===== src/rtl/fcs_tally.sv =====
module fcs_tally #(
  parameter int GOOD_W   = 14,
  parameter int GOOD_MAX = 9999,
  parameter int ERR_W    = 8,
  localparam int RD_W    = GOOD_W + 2
) (
  input  logic            clk,
  input  logic            rst,
  input  logic            frame_end,
  input  logic            frame_ok,
  input  logic            rd_en,
  input  logic            rd_sel,
  output logic [RD_W-1:0] rd_data
);
  localparam logic [GOOD_W-1:0] GOOD_TOP = GOOD_W'(GOOD_MAX);
  localparam logic [ERR_W-1:0]  ERR_TOP  = '1;

  logic [GOOD_W-1:0] good, good_base, good_nxt;
  logic [ERR_W-1:0]  err, err_base, err_nxt;
  logic              seen;

  wire clr_g = rd_en & ~rd_sel;
  wire clr_e = rd_en & rd_sel;
  wire inc_g = frame_end & frame_ok;
  wire inc_e = frame_end & ~frame_ok;

  assign good_base = clr_g ? '0 : good;
  assign err_base  = clr_e ? '0 : err;

  always_comb begin
    good_nxt = good_base;
    if (inc_g) good_nxt = (good_base == GOOD_TOP) ? '0 : good_base + 1'b1;
  end

  assign err_nxt = (inc_e && err_base != ERR_TOP) ? err_base + 1'b1 : err_base;

  always_ff @(posedge clk) begin
    if (rst) begin
      good <= '0;
      err  <= '0;
      seen <= 1'b0;
    end else begin
      good <= good_nxt;
      err  <= err_nxt;
      seen <= frame_end | (seen & ~clr_g);
    end
  end

  assign rd_data = rd_sel ? RD_W'(err) : {seen, 1'b0, good};

  // good frame steps the good tally by one below the limit
  a_r2_good_step: assert property (@(posedge clk) disable iff (rst)
    (inc_g && !clr_g && good != GOOD_TOP) |=> good == $past(good) + 1'b1);
  // bad frame leaves the good tally alone
  a_r3_good_hold: assert property (@(posedge clk) disable iff (rst)
    (inc_e && !clr_g) |=> $stable(good));
  // decimal wrap of the good tally
  a_r4_wrap: assert property (@(posedge clk) disable iff (rst)
    (inc_g && !clr_g && good == GOOD_TOP) |=> good == '0);
  // good tally never leaves its decimal range
  a_r4_range: assert property (@(posedge clk) disable iff (rst) good <= GOOD_TOP);
  // the error tally stays saturated
  a_r5_err_sat: assert property (@(posedge clk) disable iff (rst)
    (err == ERR_TOP && !clr_e) |=> err == ERR_TOP);
  // a frame coinciding with a clearing read leaves a count of one
  a_r8_no_loss: assert property (@(posedge clk) disable iff (rst)
    (clr_g && inc_g) |=> good == GOOD_W'(1));
  // the arrival flag is sticky until word 0 is read
  a_r9_flag_sticky: assert property (@(posedge clk) disable iff (rst)
    (seen && !clr_g) |=> seen);
  // any frame end sets the arrival flag
  a_r9_flag_set: assert property (@(posedge clk) disable iff (rst)
    frame_end |=> seen);
endmodule


===== config.mk =====
export PLATFORM = sky130hd
export DESIGN_NAME = fcs_tally
export DESIGN_NICKNAME = d
export VERILOG_FILES = /design/src/rtl/fcs_tally.sv
export SDC_FILE = /design/constraint.sdc
export NUM_CORES = 1
export LEC_CHECK = 0
export BUFFER_PORTS_ARGS = -buffer_cell sky130_fd_sc_hd__buf_2
export CAP_MARGIN = 25
export CORE_MARGIN = 2
export CORE_UTILIZATION = 40
export DETAILED_ROUTE_END_ITERATION = 10
export GPL_ROUTABILITY_DRIVEN = 0
export PLACE_DENSITY = 0.61
export SYNTH_ARGS = -nofsm -noshare
export SYNTH_HDL_FRONTEND = slang
export SYNTH_SLANG_ARGS = --single-unit

===== constraint.sdc =====
create_clock -name clk -period 3 [get_ports clk]
set_clock_uncertainty 0.2 [all_clocks]
set_input_delay 0.15 -clock clk [delete_from_list [all_inputs] [get_ports clk]]
set_output_delay 0.15 -clock clk [all_outputs]
set_load 0.1 [all_outputs]

Word-level counts from Yosys, hierarchy flattened
Index checks and enable logic that the tools add are counted.

Equality and inequality tests: 2. Multipliers: 0. Div/mod/pow operators: 0. Shift operators: 0. Muxes and demuxes: 6. Magnitude comparators: 0. Bitwise logic cells: 9. Add/subtract/negate cells: 2. Reduce and logical (&&, ||, !) cells: 1.

Operators by type and width (number): two-way mux 14 bit (3); two-way mux 16 bit (1); two-way mux 8 bit (2); adder 14 x 1 -> 14 bit (second input constant) (1); == test 14 bit (second input constant) (1); adder 8 x 1 -> 8 bit (second input constant) (1); != test 8 bit (second input constant) (1); AND 1 bit (5); inverter 1 bit (3); logical AND 1 bit (1); bitwise OR 1 bit (1).

Bits in latches: 0. Bits in writable memories: 0. Bits in read-only memories: 0. Bits of input ports: 6. Word-level logic and storage cells: 23. Memories: 0. Output and inout bits: 16. Bits in registers: 23.

Logic depth before layout (Yosys ltp)
Gate-level depths: netlist of the first run.

Depth in word-level cells: 6. Mapped depth: 11. Gate-level depth less buffers: 8.

Worst setup path after synthesis of the first run
No wires, ideal clock.

Kind: input-to-output. Start: in rd_sel. End: out rd_data[4]. Arrival: 2596 ps. Path slack: 54 ps. Required time: 2650 ps. Buffers on the path: 2. Cell stages on the path: 3. Path through: buf_6 > clkbuf_1 > o21ai_0.

Word-level cells in the longest chain between the ends: 1.

RTL lines: from (decl) (RTL line 12) `input logic rd_sel,`; two-way mux 16 bit (RTL line 49) `assign rd_data = rd_sel ? RD_W'(err) : {seen, 1'b0, good};`; to (decl) (RTL line 13) `output logic [RD_W-1:0] rd_data`.

Every way passes these cells.

Final worst setup path of the first run
Start: in rd_sel. End: reg good[5].

Word-level cells in the longest chain between the ends: 6. Elaborated cells between the ends (all ways): 7. Classes of those cells: add/sub (1); eq/ne (1); mux (3); bitwise (2).

RTL lines: inverter 1 bit (*) (RTL line 22) `wire clr_g = rd_en & ~rd_sel;`; AND 1 bit (*) (RTL line 22); two-way mux 14 bit (*) (RTL line 27) `assign good_base = clr_g ? '0 : good;`; adder 14 x 1 -> 14 bit / == test 14 bit (equally long branches) (RTL line 32) `if (inc_g) good_nxt = (good_base == GOOD_TOP) ? '0 : good_base + 1'b1;`; two-way mux 14 bit (RTL line 32); two-way mux 14 bit (*) (RTL line 32); to (signal assigned) (RTL line 43) `good <= good_nxt;`; to (decl) (RTL line 18) `logic [GOOD_W-1:0] good, good_base, good_nxt;`.

Every way passes the cells marked *; elsewhere a longest branch is shown, timed or not. A chain may end at the register's enable or synchronous reset.

==> results of run 1 <==
## metrics by stage
step	instance area, um^2	worst slack, ns	power, mW	utilization, %
after floorplan	1431	0.05379	0.3809	-
after global placement	1529	0.6761	0.3865	45.11
after detailed placement	1529	0.5780	0.3881	45.11
after CTS	1595	0.9265	0.5373	47.07
after global routing	1595	0.8112	0.5536	47.07
final	1595	0.9320	0.5286	47.07
## registers in the layout, summed over array words and instances (netlist names)
name	cells
good	14
err	8
seen	1
## cells by family after synthesis
kind of cell / Yosys count
mux: 8
flops: 23
simple gates: 85
buf+inv: 11
compound gates: 13
other cells: 1
fa+ha+maj: 2
xor+xnor: 16
## worst max path at each step
stage / cells after the start / from / slack, ns / endpoint
5_1_grt: 9 / rd_sel / 0.81 / good[5]$_SDFF_PP0_
2_1_floorplan: 3 / rd_sel / 0.05 / rd_data[4]
4_1_cts: 9 / rd_sel / 0.93 / good[11]$_SDFF_PP0_
3_5_place_dp: 9 / rd_sel / 0.58 / good[10]$_SDFF_PP0_
6_report: 9 / rd_sel / 0.93 / good[5]$_SDFF_PP0_
3_3_place_gp: 9 / rd_sel / 0.68 / good[10]$_SDFF_PP0_
## layer usage
metal | track usage (%) | up-vias | wire (um)
met5 | 0 | - | 0
met3 | 2.465 | 4 | 103
met2 | 23.96 | 23 | 1308
met1 | 20.55 | 515 | 1370
met4 | 4.076 | 0 | 24
li1 | - | 579 | -
## worst max-delay path: cells and delay by family
family,cells,cell delay [ns]
buffers and inverters,1,0.32
AOI/OAI and AO/OA,1,0.23
and+or+nand+nor,6,1.22
adders and majority gates,1,0.15
## area by class of cell
cell class	instances	area [um^2]	area share [%]
clock buffer	4	26.28	1.647
timing repair buffer	24	140.1	8.784
sequential	23	460.4	28.86
tap	46	57.56	3.608
inverter	4	15.01	0.9412
multi-input combinational	125	895.9	56.16
## cells in the mapped netlist (all sizes together)
cell,number
a21oi,5
xnor2,12
buf,6
nand2,15
a41o,1
nor2,22
nor3,7
o21ai,4
o211ai,1
nor4b,2
nor2b,7
dfxtp,23
nand4,4
nand2b,3
ha,2
a211o,1
mux2,7
and3,7
clkbuf,1
inv,4
a22oi,1
nand3,8
mux2i,1
and2,6
and2b,1
conb,1
and4,1
or3,2
xor2,4
## power by group through the flow
stage          clock, mW  sequential (mW)  combinational, mW
3_3_place_gp           0            0.318             0.0685
6_report           0.143            0.311             0.0739
4_1_cts            0.151            0.311             0.0745
2_1_floorplan          0            0.317             0.0636
3_5_place_dp           0            0.318             0.0699
5_1_grt            0.162            0.312             0.0796
==> flow_summary.toml, run 1 <==
[global_route]
antenna_found_initial = 0
track_usage_pct = 14.90
grt_pass1_vias = 1100
grt_max_degree = 19
grt_pass1_wl_um = 4912
overflow = 0

[hold_path]
min_from = "rd_en"
hold_end = "err[5]$_SDFF_PP0_"
hold_class = "primary input to flop"
hold_path_depth = 4

[synthesis]
synth-compound-area-share_pct = 7.080
ys_types = 41
synth_area_um2 = 1431
ys_seq_area_share_pct = 32.17
yosys.area_share.simple_pct = 37.50
synth_area_leader_cell = "dfxtp_1"
syn_area_per_cell_um2 = 9.002
synth_top_area_share_pct = 32.17
synth_warnings = 0
synth_nets = 167
yosys_register_bits = 23
netlist_instances = 159
synth_xor_xnor_area_share_pct = 9.790
synthAdderAreaFrac_pct = 1.748
synth_mux_area_share_pct = 6.206
synth_top_family_by_area = "simple AND/OR/NAND/NOR gates"
synth.area.top_cells = "dfxtp_1 (32%), xnor2_1 (7.3%), mux2_2 (5.5%), nand2_1 (3.7%), nor2_1 (3.7%)"

[cts]
clk_transition_reported_paths_ns = 0.12
cts_tree = "yes"
cts_resized = 0
insertion_delay_ns = 0.31
htree_levels = 1
clock-root-buffer = "clkbuf_4"
postCtsSetupBuffers = 0
clock_path_buffers = 2
numCtsBuffers = 3
cts_hold_buf = 4
clkSinkCount = 23

[placement]
dp_cells = 218
numPortBuffers = 20
dpl.hpwl_um = 2143

[timing]
finalSetupTns_ns = 0
holdWs_ns = 0.1122
final-setup-viol-count = 0
fin_crit_ns = 2.068
fmax_mhz = 483.6
rsz0062_at_grt = "no"
hold_viol_final = 0
drv_slew = 0
fin_crit_sh_pct = 68.93

[final_layout]
area_delta_synth_final_pct = 11.45
layout_commonest_cell = "dfxtp_1"
nets = 189
fillers = 317
diodes = 0
instances_no_fill = 226
drive_gt1_share_pct = 28.89
final_cell_mix = "dfxtp_1 (23), buf_2 (20), nor2_1 (14), nand2_1 (14), xnor2_1 (12)"

[floorplanning]
io_pins = 22
dieArea_um2 = 4073
die_h_um = 63.82
core_um2 = 3390
initial_core_util_pct = 42.23
core.rowCount = 21
die_w_um = 63.82

[setup_path]
worstSetupEndpointType = "flop"
r2r_cells = 7
crit_slowest_cell = "buf_2"
crit_arrival_ns = 2.08
reg2reg_to = "good[5]$_SDFF_PP0_"
r2r-start = "good[0]$_SDFF_PP0_"
worstSetupStartpointType = "primary input"
crit_required_ns = 3.02
cp_cell_sequence = "buf_2 -> nand2b_4 -> and2_1 -> ha_1 -> and3_2 -> and3_4 -> a41o_4 -> nand2b_4 -> nor2_2"
path_max_fanout = 18
critPathMostFrequentCell = "nand2b_4"
slowest_delay_ns = 0.32
critical_path_class = "primary input to flop"
regToRegSetupSlack_ns = 1.04

[routing]
num_vias = 1121
first_iter_violations = 32
drtAntennaViolNets = 0
wl_um = 2806
drtPass1Iterations = 4
wl_per_cell_um = 12.42
avgViaCountPerCell = 4.960
drcViolationCount = 0

[power]
power_leakage_nw = 0.6035
pwr-share-seq_pct = 58.9
p_sw_share_pct = 27.56
pwr-share-clk_pct = 27.1
irDropWorstVdd_v = 0.0001572
p_sw_uw = 145.7
intPower_uw = 382.9
p_per_area_nw_per_um2 = 331.4
power_frac_comb_pct = 14.0

[job]
maxCapViolCount = 0

[status]
status = "finished, final reports clean"
(Power assumes the default switching activity.)
==> run 2, diff against run 1 <==
==> constraint.sdc (replaced) <==
create_clock -name clk -period 2 [get_ports clk]
set_clock_uncertainty 0.2 [all_clocks]
set_input_delay 0.1 -clock clk [delete_from_list [all_inputs] [get_ports clk]]
set_output_delay 0.1 -clock clk [all_outputs]
set_load 0.1 [all_outputs]
==> flow_summary.toml, run 2 (synthesis results as in run 1) <==
[power]
irDropWorstVdd_v = 0.0002596
p_sw_uw = 230.9
pwr-share-seq_pct = 57.9
p_per_area_nw_per_um2 = 494.9
intPower_uw = 576.5
p_sw_share_pct = 28.60
power_uw = 807.4
pwr-share-clk_pct = 27.4
power_leakage_nw = 0.6234
power_frac_comb_pct = 14.7

[setup_path]
endpoint = "good[10]$_SDFF_PP0_"
worstSetupStartpointType = "flop"
path_max_fanout = 8
critical_path_depth = 7
regToRegSetupSlack_ns = 0.09
critical_path_class = "flop to flop"
cp_cell_sequence = "and2_4 -> ha_1 -> and3_4 -> and3_4 -> a41o_4 -> nand2b_4 -> nor2_2"
r2r-start = "good[0]$_SDFF_PP0_"
critPathLaunch = "good[0]$_SDFF_PP0_"
reg2reg_to = "good[10]$_SDFF_PP0_"
crit_slowest_cell = "dfxtp_1"
crit_required_ns = 2.01
slowest_delay_ns = 0.42
worstSetupEndpointType = "flop"
crit_buf_inv = 0
r2r_cells = 7
crit_arrival_ns = 1.92
critical-path-top-delay-family = "simple AND/OR/NAND/NOR gates"
critPathMostFrequentCell = "and3_4"

[cts]
postCtsSetupBuffers = 0
clock-root-buffer = "clkbuf_4"
clock_path_buffers = 2
clkSinkCount = 23
numCtsBuffers = 3
cts_tree = "yes"
clk_transition_reported_paths_ns = 0.14
cts_resized = 0
insertion_delay_ns = 0.32
htree_levels = 1

[routing]
first_iter_violations = 41
wl_um = 2844
wl_per_cell_um = 12.42
avgViaCountPerCell = 5.017
drtPass1Iterations = 4
drtAntennaViolNets = 0
drcViolationCount = 0
num_vias = 1149

[global_route]
antenna_found_initial = 0
busiest_layer = "met2"
grt_use_met2_pct = 23.96
met3_usage_pct = 2.641
grt_max_degree = 17
grt_pass1_vias = 1120
grt_pass1_wl_um = 5099
track_usage_pct = 15.60
overflow = 0
grtUsageMet1_pct = 21.37

[timing]
fmax_mhz = 523.8
drv_slew = 0
final-setup-viol-count = 0
holdWs_ns = 0.07687
rsz0062_at_grt = "no"
fin_crit_ns = 1.909
fin_crit_sh_pct = 95.46
hold_viol_final = 0
finalSetupTns_ns = 0

[final_layout]
drive_gt1_share_pct = 32.24
largest_reg_flops = 14
area_delta_synth_final_pct = 13.99
nets = 192
layout_commonest_cell = "dfxtp_1"
regMostFlops = "good"
biggestRegsByFlops = "good x14, err x8, seen x1"
final_cell_mix = "dfxtp_1 (23), buf_2 (20), nor2_1 (14), nand2_1 (14), xnor2_1 (12)"
diodes = 0

[floorplanning]
io_pins = 22
initial_core_util_pct = 42.23
die_w_um = 63.82
die_h_um = 63.82
core.rowCount = 21
core_um2 = 3390
dieArea_um2 = 4073

[placement]
dpl.hpwl_um = 2110
numPortBuffers = 20

[job]
maxCapViolCount = 0

[status]
status = "finished, final reports clean"

[hold_path]
hold_class = "primary input to flop"
## run 2: changes by cell type in the layout (fill, tap and decap cells not counted), sizes merged
cell,change
clkinv,+1
clkbuf,-1
buf,+3
## run 2: worst min-delay path by stage
| stage | endpoint | startpoint | slack, ns | cells past startpoint |
|---|---|---|---|---|
| final | err[1]$_SDFF_PP0_ | rd_sel | 0.08 | 5 |
| after global routing | err[1]$_SDFF_PP0_ | rd_sel | 0.09 | 5 |
| after CTS | err[1]$_SDFF_PP0_ | rd_sel | 0.08 | 5 |
| after detailed placement | seen$_SDFF_PP0_ | frame_end | 0.19 | 3 |
| after global placement | seen$_SDFF_PP0_ | frame_end | 0.18 | 3 |
| after floorplan | seen$_SDFF_PP0_ | frame_end | 0.02 | 2 |
## run 2: power by group through the flow
stage	Clock [mW]	Sequential [mW]	Combinational, mW
2_1_floorplan	0	0.476	0.0970
3_3_place_gp	0	0.477	0.110
3_5_place_dp	0	0.478	0.112
4_1_cts	0.235	0.468	0.119
5_1_grt	0.253	0.469	0.127
6_report	0.221	0.468	0.118
## run 2: repair_timing
item | in CTS | in global routing
hold buffers | 4 | 0
endpoints found under the setup margin | 0 | 0
hold endpoints to repair | 8 | 0
## run 2: stage by stage
step / worst slack (ns) / util (%) / instances / cell area (um^2)
after floorplan: -0.08208 / - / 159 / 1444
after global placement: 0.1800 / 46.14 / 221 / 1564
after detailed placement: 0.1199 / 46.14 / 221 / 1564
after CTS: 0.08375 / 48.14 / 229 / 1632
after global routing: 0.01177 / 48.14 / 229 / 1632
final: 0.09084 / 48.14 / 229 / 1632
## run 2: tightest hold or removal path: stages
cell and delay [ns]:
buf_2 0.13, nand2_4 0.06, and2_1 0.14, mux2i_1 0.07, nor2_1 0.08
## run 2: metal layers
layer / wire length, um / up-vias
li1: - / 586
met1: 1455 / 535
met2: 1250 / 24
met3: 96 / 4
met4: 41 / 0
met5: 0 / -
## run 2: area by class of cell
type,instances,area (um^2)
Multi-Input combinational cell,125,908.4
Clock inverter,1,5.005
Inverter,4,15.01
Timing Repair Buffer,27,162.7
Sequential cell,23,460.4
Tap cell,46,57.56
Fill cell,332,1758
Clock buffer,3,22.52
==> run 3, diff against run 2 <==
--- a/config.mk
+++ b/config.mk
@@ -7,11 +7,13 @@
 export LEC_CHECK = 0
 export BUFFER_PORTS_ARGS = -buffer_cell sky130_fd_sc_hd__buf_2
 export CAP_MARGIN = 25
+export CELL_PAD_IN_SITES_DETAIL_PLACEMENT = 1
+export CELL_PAD_IN_SITES_GLOBAL_PLACEMENT = 1
 export CORE_MARGIN = 2
 export CORE_UTILIZATION = 40
 export DETAILED_ROUTE_END_ITERATION = 10
 export GPL_ROUTABILITY_DRIVEN = 0
-export PLACE_DENSITY = 0.61
+export PLACE_DENSITY = 0.76
 export SYNTH_ARGS = -nofsm -noshare
 export SYNTH_HDL_FRONTEND = slang
 export SYNTH_SLANG_ARGS = --single-unit
==> flow_summary.toml, run 3 (synthesis results as in run 1) <==
[power]
p_per_area_nw_per_um2 = 492.6
power_leakage_nw = 0.6276
intPower_uw = 578.8
pwr-share-clk_pct = 27.5
power_uw = 814.1
pwr-share-seq_pct = 57.5
p_sw_share_pct = 28.90
p_sw_uw = 235.3
irDropWorstVdd_v = 0.0001758
power_frac_comb_pct = 15.1

[final_layout]
final_cell_mix = "dfxtp_1 (21), buf_2 (20), nor2_1 (14), nand2_1 (14), xnor2_1 (12)"
regMostFlops = "good"
largest_reg_flops = 14
fillers = 414
multi_input_area_um2 = 919.6
regArea_um2 = 462.9
biggestRegsByFlops = "good x14, err x8, seen x1"
drive_gt1_share_pct = 34.59
area_delta_synth_final_pct = 15.47
nets = 194
diodes = 0
layout_commonest_cell = "dfxtp_1"

[timing]
fin_crit_ns = 1.899
fmax_mhz = 526.5
rsz0062_at_grt = "no"
hold_viol_final = 0
fin_crit_sh_pct = 94.96
final-setup-viol-count = 0
setup_ws_ns = 0.1008
drv_slew = 0

[routing]
num_vias = 1183
drtAntennaViolNets = 0
wl_um = 3335
wl_per_cell_um = 14.44
drtPass1Iterations = 4
drcViolationCount = 0
first_iter_violations = 39
avgViaCountPerCell = 5.121

[job]
maxCapViolCount = 0

[setup_path]
crit_slowest_cell = "dfxtp_1"
path_max_fanout = 8
critPathMostFrequentCell = "and3_4"
critical_path_class = "flop to flop"
cp_cell_sequence = "and2_4 -> ha_1 -> and3_4 -> and3_4 -> a41o_4 -> nand2b_4 -> nor2_2"
regToRegSetupSlack_ns = 0.10
worstSetupStartpointType = "flop"
crit_arrival_ns = 1.92
worstSetupEndpointType = "flop"
slowest_delay_ns = 0.41
crit_required_ns = 2.02

[placement]
place_ws_ns = 0.1062
dpl.hpwl_um = 2555
numPortBuffers = 20

[global_route]
grt_pass1_vias = 1229
track_usage_pct = 17.99
grt_pass1_wl_um = 5782
overflow = 0
antenna_found_initial = 0
grt_max_degree = 14

[cts]
clock_path_buffers = 2
htree_levels = 1
clock-root-buffer = "clkbuf_4"
numCtsBuffers = 3
clkSinkCount = 23
postCtsSetupBuffers = 0
clk_transition_reported_paths_ns = 0.14
cts_tree = "yes"
insertion_delay_ns = 0.32

[status]
status = "finished, final reports clean"

[floorplanning]
core.rowCount = 21
initial_core_util_pct = 42.23
core_um2 = 3390
io_pins = 22
die_h_um = 63.82
die_w_um = 63.82
dieArea_um2 = 4073

[hold_path]
hold_class = "primary input to flop"
-- run 3: final cells by class --
type	instances	share of cell area, %
Sequential cell	23	28.01
Clock buffer	3	1.363
Clock inverter	1	0.3028
Timing Repair Buffer	28	10.30
Multi-Input combinational cell	126	55.64
Tap cell	46	3.482
Inverter	4	0.9084
-- run 3: final timing paths --
check,startpoint,endpoint,cells after the start
max,good[0]$_SDFF_PP0_,good[3]$_SDFF_PP0_,7
min,rd_en,good[1]$_SDFF_PP0_,5
max reg2reg,good[0]$_SDFF_PP0_,good[3]$_SDFF_PP0_,7
min reg2reg,err[3]$_SDFF_PP0_,err[3]$_SDFF_PP0_,2
-- run 3: worst max-delay path, delay by kind of cell, from the launching register on --
family	cells	cell delay, ns
AND/OR/NAND/NOR	5	0.82
flip-flops	1	0.41
AO/OA/AOI/OAI	1	0.22
adder cells (fa/ha/maj)	1	0.14
-- run 3: power groups by stage --
stage | clock network [mW] | registers, mW | logic [mW]
final | 0.224 | 0.468 | 0.123
after global routing | 0.256 | 0.469 | 0.131
after CTS | 0.239 | 0.468 | 0.122
after detailed placement | 0 | 0.478 | 0.115
after global placement | 0 | 0.477 | 0.112
after floorplan | 0 | 0.476 | 0.0970
-- run 3: per-layer routing --
layer / part of all wire (%) / vias to the layer above / routed length (um) / GRT usage, %
li1: - / 587 / - / -
met1: 47 / 571 / 1582 / 22.98
met2: 48 / 19 / 1593 / 29.69
met3: 3.1 / 6 / 102 / 2.817
met4: 1.7 / 0 / 57 / 8.152
met5: 0 / - / 0 / 0
-- run 3: what timing repair did --
item                                    in CTS  in global routing
hold endpoints to repair                     8                  0
gates resized for setup                      0                  4
hold buffers                                 4                  0
endpoints found under the setup margin       0                  5
-- run 3: per-stage QoR --
stage	hold WS (ns)	utilization (%)	instance area, um^2	TNS [ns]	cells
2_1_floorplan	0.01743	-	1444	-0.4942	159
3_3_place_gp	0.1800	46.36	1572	0	222
3_5_place_dp	0.1888	46.36	1572	0	222
4_1_cts	0.08155	48.36	1639	0	230
5_1_grt	0.1039	48.76	1653	0	231
6_report	0.08819	48.76	1653	0	231
